==> config.mk <==
export PLATFORM = sky130hd
export DESIGN_NAME = bkpt_match_unit
export DESIGN_NICKNAME = d
export VERILOG_FILES = /design/src/rtl/bkpt_pkg.sv /design/src/rtl/bkpt_cfg_regs.sv /design/src/rtl/bkpt_comparator.sv /design/src/rtl/bkpt_run_ctrl.sv /design/src/rtl/bkpt_match_unit.sv
export SDC_FILE = /design/constraint.sdc
export NUM_CORES = 1
export LEC_CHECK = 0
export ABC_AREA = 1
export BUFFER_PORTS_ARGS = -buffer_cell sky130_fd_sc_hd__buf_2
export CAP_MARGIN = 20
export CORE_ASPECT_RATIO = 1.25
export CORE_MARGIN = 4
export CORE_UTILIZATION = 54
export DETAILED_ROUTE_END_ITERATION = 10
export HOLD_SLACK_MARGIN = 0.12
export PLACE_DENSITY = 0.81
export SYNTH_ARGS = -nofsm -noshare
export SYNTH_HDL_FRONTEND = slang
export SYNTH_SLANG_ARGS = --single-unit
==> constraint.sdc <==
create_clock -name clk -period 1.3 [get_ports clk]
set_input_delay 0.13 -clock clk [delete_from_list [all_inputs] [get_ports clk]]
set_output_delay 0.13 -clock clk [all_outputs]
set_load 0.005 [all_outputs]
==> src/rtl/bkpt_pkg.sv <==
package bkpt_pkg;

  // Access kind as driven on the observed bus
  typedef enum logic [1:0] {
    KIND_FETCH = 2'b00,
    KIND_READ  = 2'b01,
    KIND_WRITE = 2'b10
  } acc_kind_e;

  // Control word of one comparator set (bit7 .. bit0)
  typedef struct packed {
    logic       use_data;   // bit7
    logic       size_any;   // bit6
    logic [1:0] size;       // bits 5:4
    logic       kind_any;   // bit3
    logic [1:0] kind;       // bits 2:1
    logic       enable;     // bit0
  } cmp_ctrl_t;

  typedef enum logic [1:0] {
    ST_RUN    = 2'b00,
    ST_HALTED = 2'b01,
    ST_STEP   = 2'b10
  } run_state_e;

  localparam int REGS_PER_CMP = 8;
  localparam int OFF_ADDR     = 0;
  localparam int OFF_AMASK    = 1;
  localparam int OFF_DATA     = 2;
  localparam int OFF_DMASK    = 3;
  localparam int OFF_CTRL     = 4;
  localparam int CTRL_W       = $bits(cmp_ctrl_t);

endpackage

==> src/rtl/bkpt_cfg_regs.sv <==
module bkpt_cfg_regs
  import bkpt_pkg::*;
#(
  parameter int NUM_CMP = 2,
  parameter int ADDR_W  = 32,
  parameter int DATA_W  = 32,
  parameter int CFG_AW  = 5,
  parameter int CFG_DW  = 32
) (
  input  logic                             clk,
  input  logic                             rst_n,
  input  logic                             cfg_we,
  input  logic [CFG_AW-1:0]                cfg_addr,
  input  logic [CFG_DW-1:0]                cfg_wdata,
  output logic [NUM_CMP-1:0][ADDR_W-1:0]   cmp_addr_o,
  output logic [NUM_CMP-1:0][ADDR_W-1:0]   cmp_amask_o,
  output logic [NUM_CMP-1:0][DATA_W-1:0]   cmp_data_o,
  output logic [NUM_CMP-1:0][DATA_W-1:0]   cmp_dmask_o,
  output cmp_ctrl_t [NUM_CMP-1:0]          cmp_ctrl_o,
  output logic                             mode_mon_o,
  output logic [NUM_CMP-1:0]               clr_mask_o
);

  localparam int MODE_OFF = NUM_CMP * REGS_PER_CMP;
  localparam int CLR_OFF  = MODE_OFF + 1;

  // Write strobe for one configuration offset
  function automatic logic wr_hit(input logic we, input logic [CFG_AW-1:0] a,
                                  input int off);
    return we && (a == CFG_AW'(off));
  endfunction

  for (genvar c = 0; c < NUM_CMP; c++) begin : g_set
    localparam int BASE = c * REGS_PER_CMP;
    logic [ADDR_W-1:0] addr_q, amask_q;
    logic [DATA_W-1:0] data_q, dmask_q;
    cmp_ctrl_t         ctrl_q;

    always_ff @(posedge clk or negedge rst_n) begin
      if (!rst_n) begin
        addr_q  <= '0;
        amask_q <= '0;
        data_q  <= '0;
        dmask_q <= '0;
        ctrl_q  <= '0;
      end else begin
        if (wr_hit(cfg_we, cfg_addr, BASE + OFF_ADDR))  addr_q  <= cfg_wdata[ADDR_W-1:0];
        if (wr_hit(cfg_we, cfg_addr, BASE + OFF_AMASK)) amask_q <= cfg_wdata[ADDR_W-1:0];
        if (wr_hit(cfg_we, cfg_addr, BASE + OFF_DATA))  data_q  <= cfg_wdata[DATA_W-1:0];
        if (wr_hit(cfg_we, cfg_addr, BASE + OFF_DMASK)) dmask_q <= cfg_wdata[DATA_W-1:0];
        if (wr_hit(cfg_we, cfg_addr, BASE + OFF_CTRL))  ctrl_q  <= cmp_ctrl_t'(cfg_wdata[CTRL_W-1:0]);
      end
    end

    assign cmp_addr_o[c]  = addr_q;
    assign cmp_amask_o[c] = amask_q;
    assign cmp_data_o[c]  = data_q;
    assign cmp_dmask_o[c] = dmask_q;
    assign cmp_ctrl_o[c]  = ctrl_q;
    assign clr_mask_o[c]  = wr_hit(cfg_we, cfg_addr, CLR_OFF) && cfg_wdata[c];
  end

  logic mode_q;
  always_ff @(posedge clk or negedge rst_n) begin
    if (!rst_n)                               mode_q <= 1'b0;
    else if (wr_hit(cfg_we, cfg_addr, MODE_OFF)) mode_q <= cfg_wdata[0];
  end
  assign mode_mon_o = mode_q;

endmodule

==> src/rtl/bkpt_comparator.sv <==
module bkpt_comparator
  import bkpt_pkg::*;
#(
  parameter int ADDR_W = 32,
  parameter int DATA_W = 32
) (
  input  cmp_ctrl_t          ctrl,
  input  logic [ADDR_W-1:0]  ref_addr,
  input  logic [ADDR_W-1:0]  addr_mask,
  input  logic [DATA_W-1:0]  ref_data,
  input  logic [DATA_W-1:0]  data_mask,
  input  logic               bus_valid,
  input  logic [1:0]         bus_kind,
  input  logic [1:0]         bus_size,
  input  logic [ADDR_W-1:0]  bus_addr,
  input  logic [DATA_W-1:0]  bus_data,
  output logic               hit
);

  // A mask bit of 1 turns that bit position into don't-care
  function automatic logic addr_equal(input logic [ADDR_W-1:0] a, input logic [ADDR_W-1:0] b,
                                      input logic [ADDR_W-1:0] m);
    return ((a ^ b) & ~m) == '0;
  endfunction

  function automatic logic data_equal(input logic [DATA_W-1:0] a, input logic [DATA_W-1:0] b,
                                      input logic [DATA_W-1:0] m);
    return ((a ^ b) & ~m) == '0;
  endfunction

  function automatic logic field_ok(input logic any, input logic [1:0] want, input logic [1:0] got);
    return any || (want == got);
  endfunction

  logic addr_ok, kind_ok, size_ok, data_ok;

  assign addr_ok = addr_equal(bus_addr, ref_addr, addr_mask);
  assign kind_ok = field_ok(ctrl.kind_any, ctrl.kind, bus_kind);
  assign size_ok = field_ok(ctrl.size_any, ctrl.size, bus_size);
  assign data_ok = !ctrl.use_data || data_equal(bus_data, ref_data, data_mask);
  assign hit     = ctrl.enable && bus_valid && addr_ok && kind_ok && size_ok && data_ok;

endmodule

==> src/rtl/bkpt_run_ctrl.sv <==
module bkpt_run_ctrl
  import bkpt_pkg::*;
(
  input  logic clk,
  input  logic rst_n,
  input  logic any_hit,
  input  logic mode_mon,
  input  logic in_monitor,
  input  logic dbg_restart,
  input  logic dbg_step,
  input  logic core_retire,
  output logic halt_req,
  output logic mon_exc,
  output logic step_active
);

  run_state_e state_q, state_d;
  logic       exc_q, exc_d;

  always_comb begin
    state_d = state_q;
    unique case (state_q)
      ST_RUN:    if (any_hit && !mode_mon) state_d = ST_HALTED;
      ST_HALTED: if (dbg_restart)          state_d = ST_RUN;
                 else if (dbg_step)        state_d = ST_STEP;
      ST_STEP:   if (core_retire)          state_d = ST_HALTED;
      default:                             state_d = ST_RUN;
    endcase
  end

  // Pulse only while running, never inside the handler, never twice in a row
  assign exc_d = any_hit && mode_mon && !in_monitor && !exc_q && (state_q == ST_RUN);

  always_ff @(posedge clk or negedge rst_n) begin
    if (!rst_n) begin
      state_q <= ST_RUN;
      exc_q   <= 1'b0;
    end else begin
      state_q <= state_d;
      exc_q   <= exc_d;
    end
  end

  assign halt_req    = (state_q == ST_HALTED);
  assign step_active = (state_q == ST_STEP);
  assign mon_exc     = exc_q;

endmodule

==> src/rtl/bkpt_match_unit.sv <==
module bkpt_match_unit
  import bkpt_pkg::*;
#(
  parameter int NUM_CMP = 2,
  parameter int ADDR_W  = 32,
  parameter int DATA_W  = 32,
  parameter int CFG_AW  = $clog2(NUM_CMP * 8 + 2),
  parameter int CFG_DW  = (ADDR_W > DATA_W) ? ADDR_W : DATA_W
) (
  input  logic               clk,
  input  logic               rst_n,
  input  logic               bus_valid,
  input  logic [1:0]         bus_kind,
  input  logic [1:0]         bus_size,
  input  logic [ADDR_W-1:0]  bus_addr,
  input  logic [DATA_W-1:0]  bus_data,
  input  logic               cfg_we,
  input  logic [CFG_AW-1:0]  cfg_addr,
  input  logic [CFG_DW-1:0]  cfg_wdata,
  input  logic               in_monitor,
  input  logic               dbg_restart,
  input  logic               dbg_step,
  input  logic               core_retire,
  output logic               halt_req,
  output logic               mon_exc,
  output logic [NUM_CMP-1:0] hit_status
);

  logic [NUM_CMP-1:0][ADDR_W-1:0] cmp_addr, cmp_amask;
  logic [NUM_CMP-1:0][DATA_W-1:0] cmp_data, cmp_dmask;
  cmp_ctrl_t [NUM_CMP-1:0]        cmp_ctrl;
  logic                           mode_mon;
  logic [NUM_CMP-1:0]             clr_mask;
  logic [NUM_CMP-1:0]             cmp_hit;
  logic                           any_hit;
  logic                           step_active;

  bkpt_cfg_regs #(
    .NUM_CMP(NUM_CMP), .ADDR_W(ADDR_W), .DATA_W(DATA_W),
    .CFG_AW(CFG_AW), .CFG_DW(CFG_DW)
  ) cfg_i (
    .clk        (clk),
    .rst_n      (rst_n),
    .cfg_we     (cfg_we),
    .cfg_addr   (cfg_addr),
    .cfg_wdata  (cfg_wdata),
    .cmp_addr_o (cmp_addr),
    .cmp_amask_o(cmp_amask),
    .cmp_data_o (cmp_data),
    .cmp_dmask_o(cmp_dmask),
    .cmp_ctrl_o (cmp_ctrl),
    .mode_mon_o (mode_mon),
    .clr_mask_o (clr_mask)
  );

  for (genvar c = 0; c < NUM_CMP; c++) begin : g_cmp
    bkpt_comparator #(.ADDR_W(ADDR_W), .DATA_W(DATA_W)) cmp_i (
      .ctrl     (cmp_ctrl[c]),
      .ref_addr (cmp_addr[c]),
      .addr_mask(cmp_amask[c]),
      .ref_data (cmp_data[c]),
      .data_mask(cmp_dmask[c]),
      .bus_valid(bus_valid),
      .bus_kind (bus_kind),
      .bus_size (bus_size),
      .bus_addr (bus_addr),
      .bus_data (bus_data),
      .hit      (cmp_hit[c])
    );

    // Sticky record: a new match outranks a clear in the same cycle
    logic sticky_q;
    always_ff @(posedge clk or negedge rst_n) begin
      if (!rst_n) sticky_q <= 1'b0;
      else        sticky_q <= cmp_hit[c] || (sticky_q && !clr_mask[c]);
    end
    assign hit_status[c] = sticky_q;
  end

  assign any_hit = |cmp_hit;

  bkpt_run_ctrl run_i (
    .clk        (clk),
    .rst_n      (rst_n),
    .any_hit    (any_hit),
    .mode_mon   (mode_mon),
    .in_monitor (in_monitor),
    .dbg_restart(dbg_restart),
    .dbg_step   (dbg_step),
    .core_retire(core_retire),
    .halt_req   (halt_req),
    .mon_exc    (mon_exc),
    .step_active(step_active)
  );

endmodule

==> parameters.txt, run 1 <==
Parameter                              Value

STA
  Count of final setup violators    6
  Slew HR    0.658
  Ratio of final minimum period to clock period    1.30
  Final Slew Violations    0
  Setup repair after global routing missed its margin    yes
  Worst-Margin Slew    0.513 ns
  Max frequency    593 MHz
  Final hold viol count    0
  Worst Slack Setup Final    -0.386 ns
  Post-route clock skew    0.0144 ns
  Period minus WS final    1.69 ns

Pwr
  Highest ir drop seen on vdd    approximately 1200 uV
  Power density over the cells    between 1500 and 2000 mW/mm^2
  Leakage power summed over all cells    8.41 nW

Clock tree
  Maximum buffer depth of the clock tree    3
  Latest clock arrival within the worst-skew pair    approximately 0.54 ns
  Clock input transition at the sequential cells of the worst setup and hold paths    around 0.060 ns
  CTS tree    built
  Number of buffers added by the clock tree synthesis step    28
  Clock tree root driver cell    sky130_fd_sc_hd__clkbuf_16
  # H-tree levels    1
  Clock net sink count    between 200 and 300

Worst setup path
  Arrival time of data at the critical path endpoint    2.17 ns
  Worst-path maximum fanout    3
  CP max stage cell    sky130_fd_sc_hd__dfrtp_1
  Required time of the critical path    1.78 ns
  Critical path start-end classification    reg2reg
  CP startpoint kind    register
  Crit path cell chain    nor2_1, nor2_1, nor2_1, nand2_1, nor2_2, nand3_1, nor2_1, nand2_2, nand2_1, nand2_1, nand2_1, nand3_1, nand2_1
  Nature of the critical path endpoint    register
  Dominant cell type by count on the critical path    sky130_fd_sc_hd__nand2_1
  Maximum single-stage delay on the critical path    0.40 ns

Outcome
  Violated checks    setup timing
  Result of the run    complete, but fails checks

Worst hold path
  Kind of path behind the tightest hold check    in2async

Cells and area
  Ratio of cells with drive above 1 in the final layout    0.170
  Final Net Count    1997
  Fillers    1866
  Layout overhead on the synthesized area    21.6%
  Non-filler instance count after layout    ~2200

Placement
  Pre-CTS setup slack    -0.385 ns
  Half-perimeter wire length after detailed placement    24400 um
  Global placement routability congestion    0.872
  Port-buffer cells    116
  Cell count after placement    2131

Floorplan
  Ports placed on the boundary    117
  Initial cell density of the core    0.546
  Floorplan die area    0.0273 sq mm
  Placement Rows    64
  Vertical extent of the die    roughly 180 um
  Standard cell core area    0.0244 sq mm
  Horiz. Die Dim    149 um

Yosys
  Top cell type by total area after synthesis    sky130_fd_sc_hd__dfrtp_1
  Synth Area in XOR/XNOR    0.00263
  Dominant cell by count in the synthesized netlist    sky130_fd_sc_hd__nand2_1
  List of most frequent post-synthesis cells    sky130_fd_sc_hd__nand2_1 (588), sky130_fd_sc_hd__dfrtp_1 (278), sky130_fd_sc_hd__inv_1 (188), sky130_fd_sc_hd__o21ai_0 (148), sky130_fd_sc_hd__nor2_1 (127)
  Post-synthesis instance area    0.0133 sq mm
  Area fraction of the dominant cell type after synthesis    0.522
  Post-Syn Instances    1670
  Number of synthesized flops with an enable pin    0
  Syn avg cell area    7.98 sq um
  Synth top area cells    sky130_fd_sc_hd__dfrtp_1 (52%), sky130_fd_sc_hd__nand2_1 (17%), sky130_fd_sc_hd__o21ai_0 (5.6%)
  Adder-cell share of the synthesized area    0
  Sequential share of the synthesized area    0.522
  Register bit count reported by yosys    about 280
  Synth Net Count    around 1800
  Largest family of logic cells by synthesized area    simple AND/OR/NAND/NOR gates
  FFs w/ async S/R, synth    1.00
  Area fraction in and, or, nand and nor cells after synthesis    0.261
  Compound-gate portion of the synthesized area    0.131
  Primary flip-flop cell chosen by synthesis mapping    sky130_fd_sc_hd__dfrtp_1
  Multiplexer share of the synthesized area    0
  Syn. warnings    0
  Distinct cell type count after synthesis    28

Route
  Post-DR vias/cell    5.20
  Routed wire length    35400 um
  DRC violation count after routing    0
  First-pass detailed-route iteration total    5
  Number of DRC markers in iteration 0    932
  DR WL/cell    15.8 um
  Antenna-violating nets left    0
  Vias after detailed routing    11600

Flow run
  Number of maximum-capacitance constraint violations    0

GRT
  Antenna violations before repair    3
  Number of global-route vias before repair    11400
  Overall track demand over capacity in global routing    0.260
  Global-route wire length before repair    roughly 57000 um
  Overflow left after global routing    0
  Maximum number of pins on one net before global-route repair    65
cell type report:
| type | instances | area, sq um | area share |
|---|---|---|---|
| antenna | 3 | 7.51 | 0.000463 |
| clock buffer | 43 | 848 | 0.0523 |
| clock inverter | 9 | 104 | 0.00641 |
| inverter | 190 | 713 | 0.0440 |
| multi-input combinational | 1148 | 5300 | 0.327 |
| sequential | 278 | 6960 | 0.429 |
| tap | 330 | 413 | 0.0255 |
| timing repair buffer | 238 | 1860 | 0.115 |
registers in the layout, indices dropped and copies added, names as in the netlist:
register / flops
g_cmp.sticky_q: 2
cfg_i.mode_mon_o: 1
cfg_i.cmp_ctrl_o: 16
cfg_i.g_set.amask_q: 64
cfg_i.g_set.data_q: 64
cfg_i.g_set.addr_q: 64
cfg_i.g_set.dmask_q: 64
run_i.mon_exc: 1
run_i.state_q: 2
layout by cell type, fill, tap and decap left out, drive strengths merged, types with 3 or more instances in the layout:
cell type,instances
diode,3
nand3b,32
dlygate4sd3,43
nand3,30
nand2,596
buf,195
clkbuf,43
nand4,12
nor3,4
clkinv,5
xnor2,4
inv,191
a21oi,33
o21ai,276
nor2,129
or2,30
dfrtp,278
where the power goes:
group | internal (mW) | switching, mW | leakage (nW)
Sequential | 10.2 | 0.984 | 3.61
Combinational | 2.23 | 2.78 | 4.33
Clock | 4.89 | 3.38 | 0.470
Total | 17.4 | 7.14 | 8.41
metrics by stage:
stage,hold WS (ns),setup TNS [ns],cell area (sq um),util,power [mW]
final,0.109,-1.46,16200,0.664,24.5
after global routing,0.133,-2.29,16200,0.664,25.9
after CTS,0.123,-1.45,16200,0.662,24.5
after detailed placement,0.0950,-3.04,14700,0.603,16.1
after global placement,0.0951,-1.15,14700,0.603,15.8
after floorplan,-0.166,-0.189,13300,-,14.2
path summary, 6_finish.rpt:
path                                                 start                          to  slack (ns)  depth (start not counted)
worst max-delay path             cfg_i.g_set[1].addr_q[11]            run_i.state_q[1]       -0.39                         13
worst min-delay path                                 rst_n    cfg_i.g_set[0].addr_q[7]        0.11                          2
worst max register to register   cfg_i.g_set[1].addr_q[11]            run_i.state_q[1]       -0.39                         13
worst min register to register  cfg_i.g_set[1].dmask_q[17]  cfg_i.g_set[1].dmask_q[17]        0.47                          2
max in group asynchronous                            rst_n  cfg_i.g_set[1].dmask_q[25]        0.56                          3
min in group clk                               cfg_addr[1]           g_cmp[1].sticky_q        0.16                          5
metal layers:
metal	vias to the layer above	routed length [um]	GRT usage	part of all wire
met2	360	17500	0.449	0.49
met4	2	1280	0.0921	0.036
met3	76	2230	0.0370	0.063
li1	5678	-	-	-
met1	5523	14400	0.336	0.41
met5	-	8	0	0.00023
cells by family (layout without fill, tap and decap cells):
family                    count (synthesis)  in the layout
AOI/OAI and AO/OA                       309            309
xor gates and xnor gates                  4              4
buffers and inverters                   244            480
DFF                                     278            278
other                                     0              3
and+or+nand+nor                         835            835
critical path: cells and delay by family, from the launching register on:
family,cells,cell delay [ns]
simple gates,13,1.21
flops,1,0.40
repair_timing:
action / 4_1_cts / 5_1_grt
gates resized for setup: 5 / 6
hold endpoints to repair: 511 / 0
hold buffers: 43 / 0
pin swaps: 13 / 8
endpoints found under the setup margin: 6 / 6
buffers inserted: 9 / 2
No activity file was read; power rests on OpenSTA's default activity.
==> run 2: changes to the inputs <==
--- a/config.mk
+++ b/config.mk
@@ -6,11 +6,14 @@
 export NUM_CORES = 1
 export LEC_CHECK = 0
 export ABC_AREA = 1
+export ABC_CLOCK_PERIOD_IN_PS = 1300
 export BUFFER_PORTS_ARGS = -buffer_cell sky130_fd_sc_hd__buf_2
 export CAP_MARGIN = 20
+export CELL_PAD_IN_SITES_DETAIL_PLACEMENT = 0
+export CELL_PAD_IN_SITES_GLOBAL_PLACEMENT = 1
 export CORE_ASPECT_RATIO = 1.25
 export CORE_MARGIN = 4
-export CORE_UTILIZATION = 54
+export CORE_UTILIZATION = 40
 export DETAILED_ROUTE_END_ITERATION = 10
 export HOLD_SLACK_MARGIN = 0.12
 export PLACE_DENSITY = 0.81
==> parameters.txt, run 2 (synthesized netlist as in run 1, its figures left out) <==
Parameter                              Value

Outcome
  Result of the run    complete, but fails checks
  Violated checks    setup timing

Placement
  Half-perimeter wire length after detailed placement    25300 um
  Global placement routability congestion    0.805
  Pre-CTS setup slack    -0.454 ns
  Port-buffer cells    between 100 and 150

Cells and area
  Commonest cells after routing, fill and taps aside    sky130_fd_sc_hd__nand2_1 (582), sky130_fd_sc_hd__dfrtp_1 (278), sky130_fd_sc_hd__inv_1 (187)
  Most common cell after layout, fill and taps aside    sky130_fd_sc_hd__nand2_1
  Final Net Count    approximately 2000
  Ratio of cells with drive above 1 in the final layout    0.175
  Final Core Density    0.504
  Layout overhead on the synthesized area    23.8%

Pwr
  PnR Total Power    24.0 mW
  Leakage power summed over all cells    8.50 nW
  Highest ir drop seen on vdd    approximately 720 uV
  Power density over the cells    about 1500 mW/mm^2

GRT
  Global-route wire length before repair    56500 um
  Overflow left after global routing    0
  Number of global-route vias before repair    10500
  Antenna violations before repair    2
  Maximum number of pins on one net before global-route repair    65
  Overall track demand over capacity in global routing    0.196

Flow run
  Number of maximum-capacitance constraint violations    0

STA
  Final hold viol count    0
  Post-Route Setup TNS    -1.40 ns
  Ratio of final minimum period to clock period    1.29
  Worst Slack Setup Final    -0.378 ns
  Post-route clock skew    0.00965 ns
  Worst-Margin Slew    0.468 ns
  Setup repair after global routing missed its margin    yes
  Final Slew Violations    0
  Slew HR    0.688
  Count of final setup violators    5
  Max frequency    between 500 and 600 MHz
  Period minus WS final    1.68 ns

Worst setup path
  Critical path start-end classification    reg2reg
  R2R Setup Slk    -0.38 ns
  Nature of the critical path endpoint    register
  Required time of the critical path    1.78 ns
  CP startpoint kind    register
  Worst-path maximum fanout    3
  Arrival time of data at the critical path endpoint    around 2.2 ns

Clock tree
  Clock tree root driver cell    sky130_fd_sc_hd__clkbuf_16
  Clock input transition at the sequential cells of the worst setup and hold paths    0.07 ns
  Number of buffers added by the clock tree synthesis step    28
  # H-tree levels    1
  Latest clock arrival within the worst-skew pair    0.54 ns
  CTS tree    built
  Clock net sink count    278
  Maximum buffer depth of the clock tree    3

Floorplan
  Placement Rows    between 70 and 80
  Ports placed on the boundary    117
  Floorplan die area    between 0.03 and 0.04 sq mm
  Horiz. Die Dim    171 um
  Standard cell core area    0.0328 sq mm
  Initial cell density of the core    0.407
  Vertical extent of the die    212 um

Route
  Post-DR vias/cell    4.80
  Number of DRC markers in iteration 0    897
  DR WL/cell    15.8 um
  DRC violation count after routing    0
  Antenna-violating nets left    0
  Routed wire length    between 30000 and 40000 um
  First-pass detailed-route iteration total    5
  Vias after detailed routing    11200

Worst hold path
  Kind of path behind the tightest hold check    in2reg
run 2: worst paths after layout:
kind	start	endpoint	cells past startpoint
max	cfg_i.g_set[0].addr_q[21]	run_i.state_q[1]	13
min	cfg_addr[4]	cfg_i.g_set[1].amask_q[3]	7
max reg2reg	cfg_i.g_set[0].addr_q[21]	run_i.state_q[1]	13
min reg2reg	cfg_i.g_set[1].dmask_q[19]	cfg_i.g_set[1].dmask_q[19]	2
max in group asynchronous	rst_n	cfg_i.g_set[0].dmask_q[4]	4
min in group asynchronous	rst_n	cfg_i.g_set[0].data_q[16]	3
run 2: critical path, cell delays in order, from the launching register on:
cell                      delay (ns)
sky130_fd_sc_hd__dfrtp_1        0.39
sky130_fd_sc_hd__nor2_1         0.10
sky130_fd_sc_hd__nor2_1         0.04
sky130_fd_sc_hd__nand2_1        0.10
sky130_fd_sc_hd__nand4_1        0.14
sky130_fd_sc_hd__nor2_2         0.17
sky130_fd_sc_hd__nand2_1        0.09
sky130_fd_sc_hd__nor2_1         0.15
sky130_fd_sc_hd__nand2_2        0.09
sky130_fd_sc_hd__nand2_2        0.10
sky130_fd_sc_hd__nand2_1        0.06
sky130_fd_sc_hd__nand2_1        0.07
sky130_fd_sc_hd__nand3_1        0.07
sky130_fd_sc_hd__nand2_1        0.06
run 2: repair_timing:
item,CTS,global route
gates resized for setup,7,31
endpoints found under the hold margin,519,0
hold buffers,44,0
setup endpoints to repair,6,181
pin swaps,3,13
gates cloned,0,8
setup buffers,4,1
run 2: cell type report:
class                      instances  area, sq um
multi-input combinational       1148         5350
sequential                       278         6960
antenna                            2         5.00
tap                              418          523
fill                            3156        16300
clock inverter                     4         45.0
timing repair buffer             248         2070
inverter                         190          713
clock buffer                      43          848
run 2: power breakdown:
group	internal (mW)	switching (mW)
clock	4.64	3.29
sequential	10.3	0.960
combinational	2.20	2.68
run 2: per-stage QoR:
stage / instances / hold slack [ns] / area, sq um
after global routing: 2331 / 0.263 / 16500
after floorplan: 1670 / -0.166 / 13300
after CTS: 2320 / 0.225 / 16300
after detailed placement: 2225 / 0.0463 / 14900
after global placement: 2225 / 0.0465 / 14900
final: 2331 / 0.235 / 16500
run 2: layer usage:
| layer | part of all wire | up-vias | global-route usage |
|---|---|---|---|
| li1 | - | 5695 | - |
| met1 | 0.46 | 5224 | 0.277 |
| met2 | 0.47 | 236 | 0.327 |
| met3 | 0.046 | 37 | 0.0229 |
| met4 | 0.016 | 0 | 0.0399 |
| met5 | 0 | - | 0 |
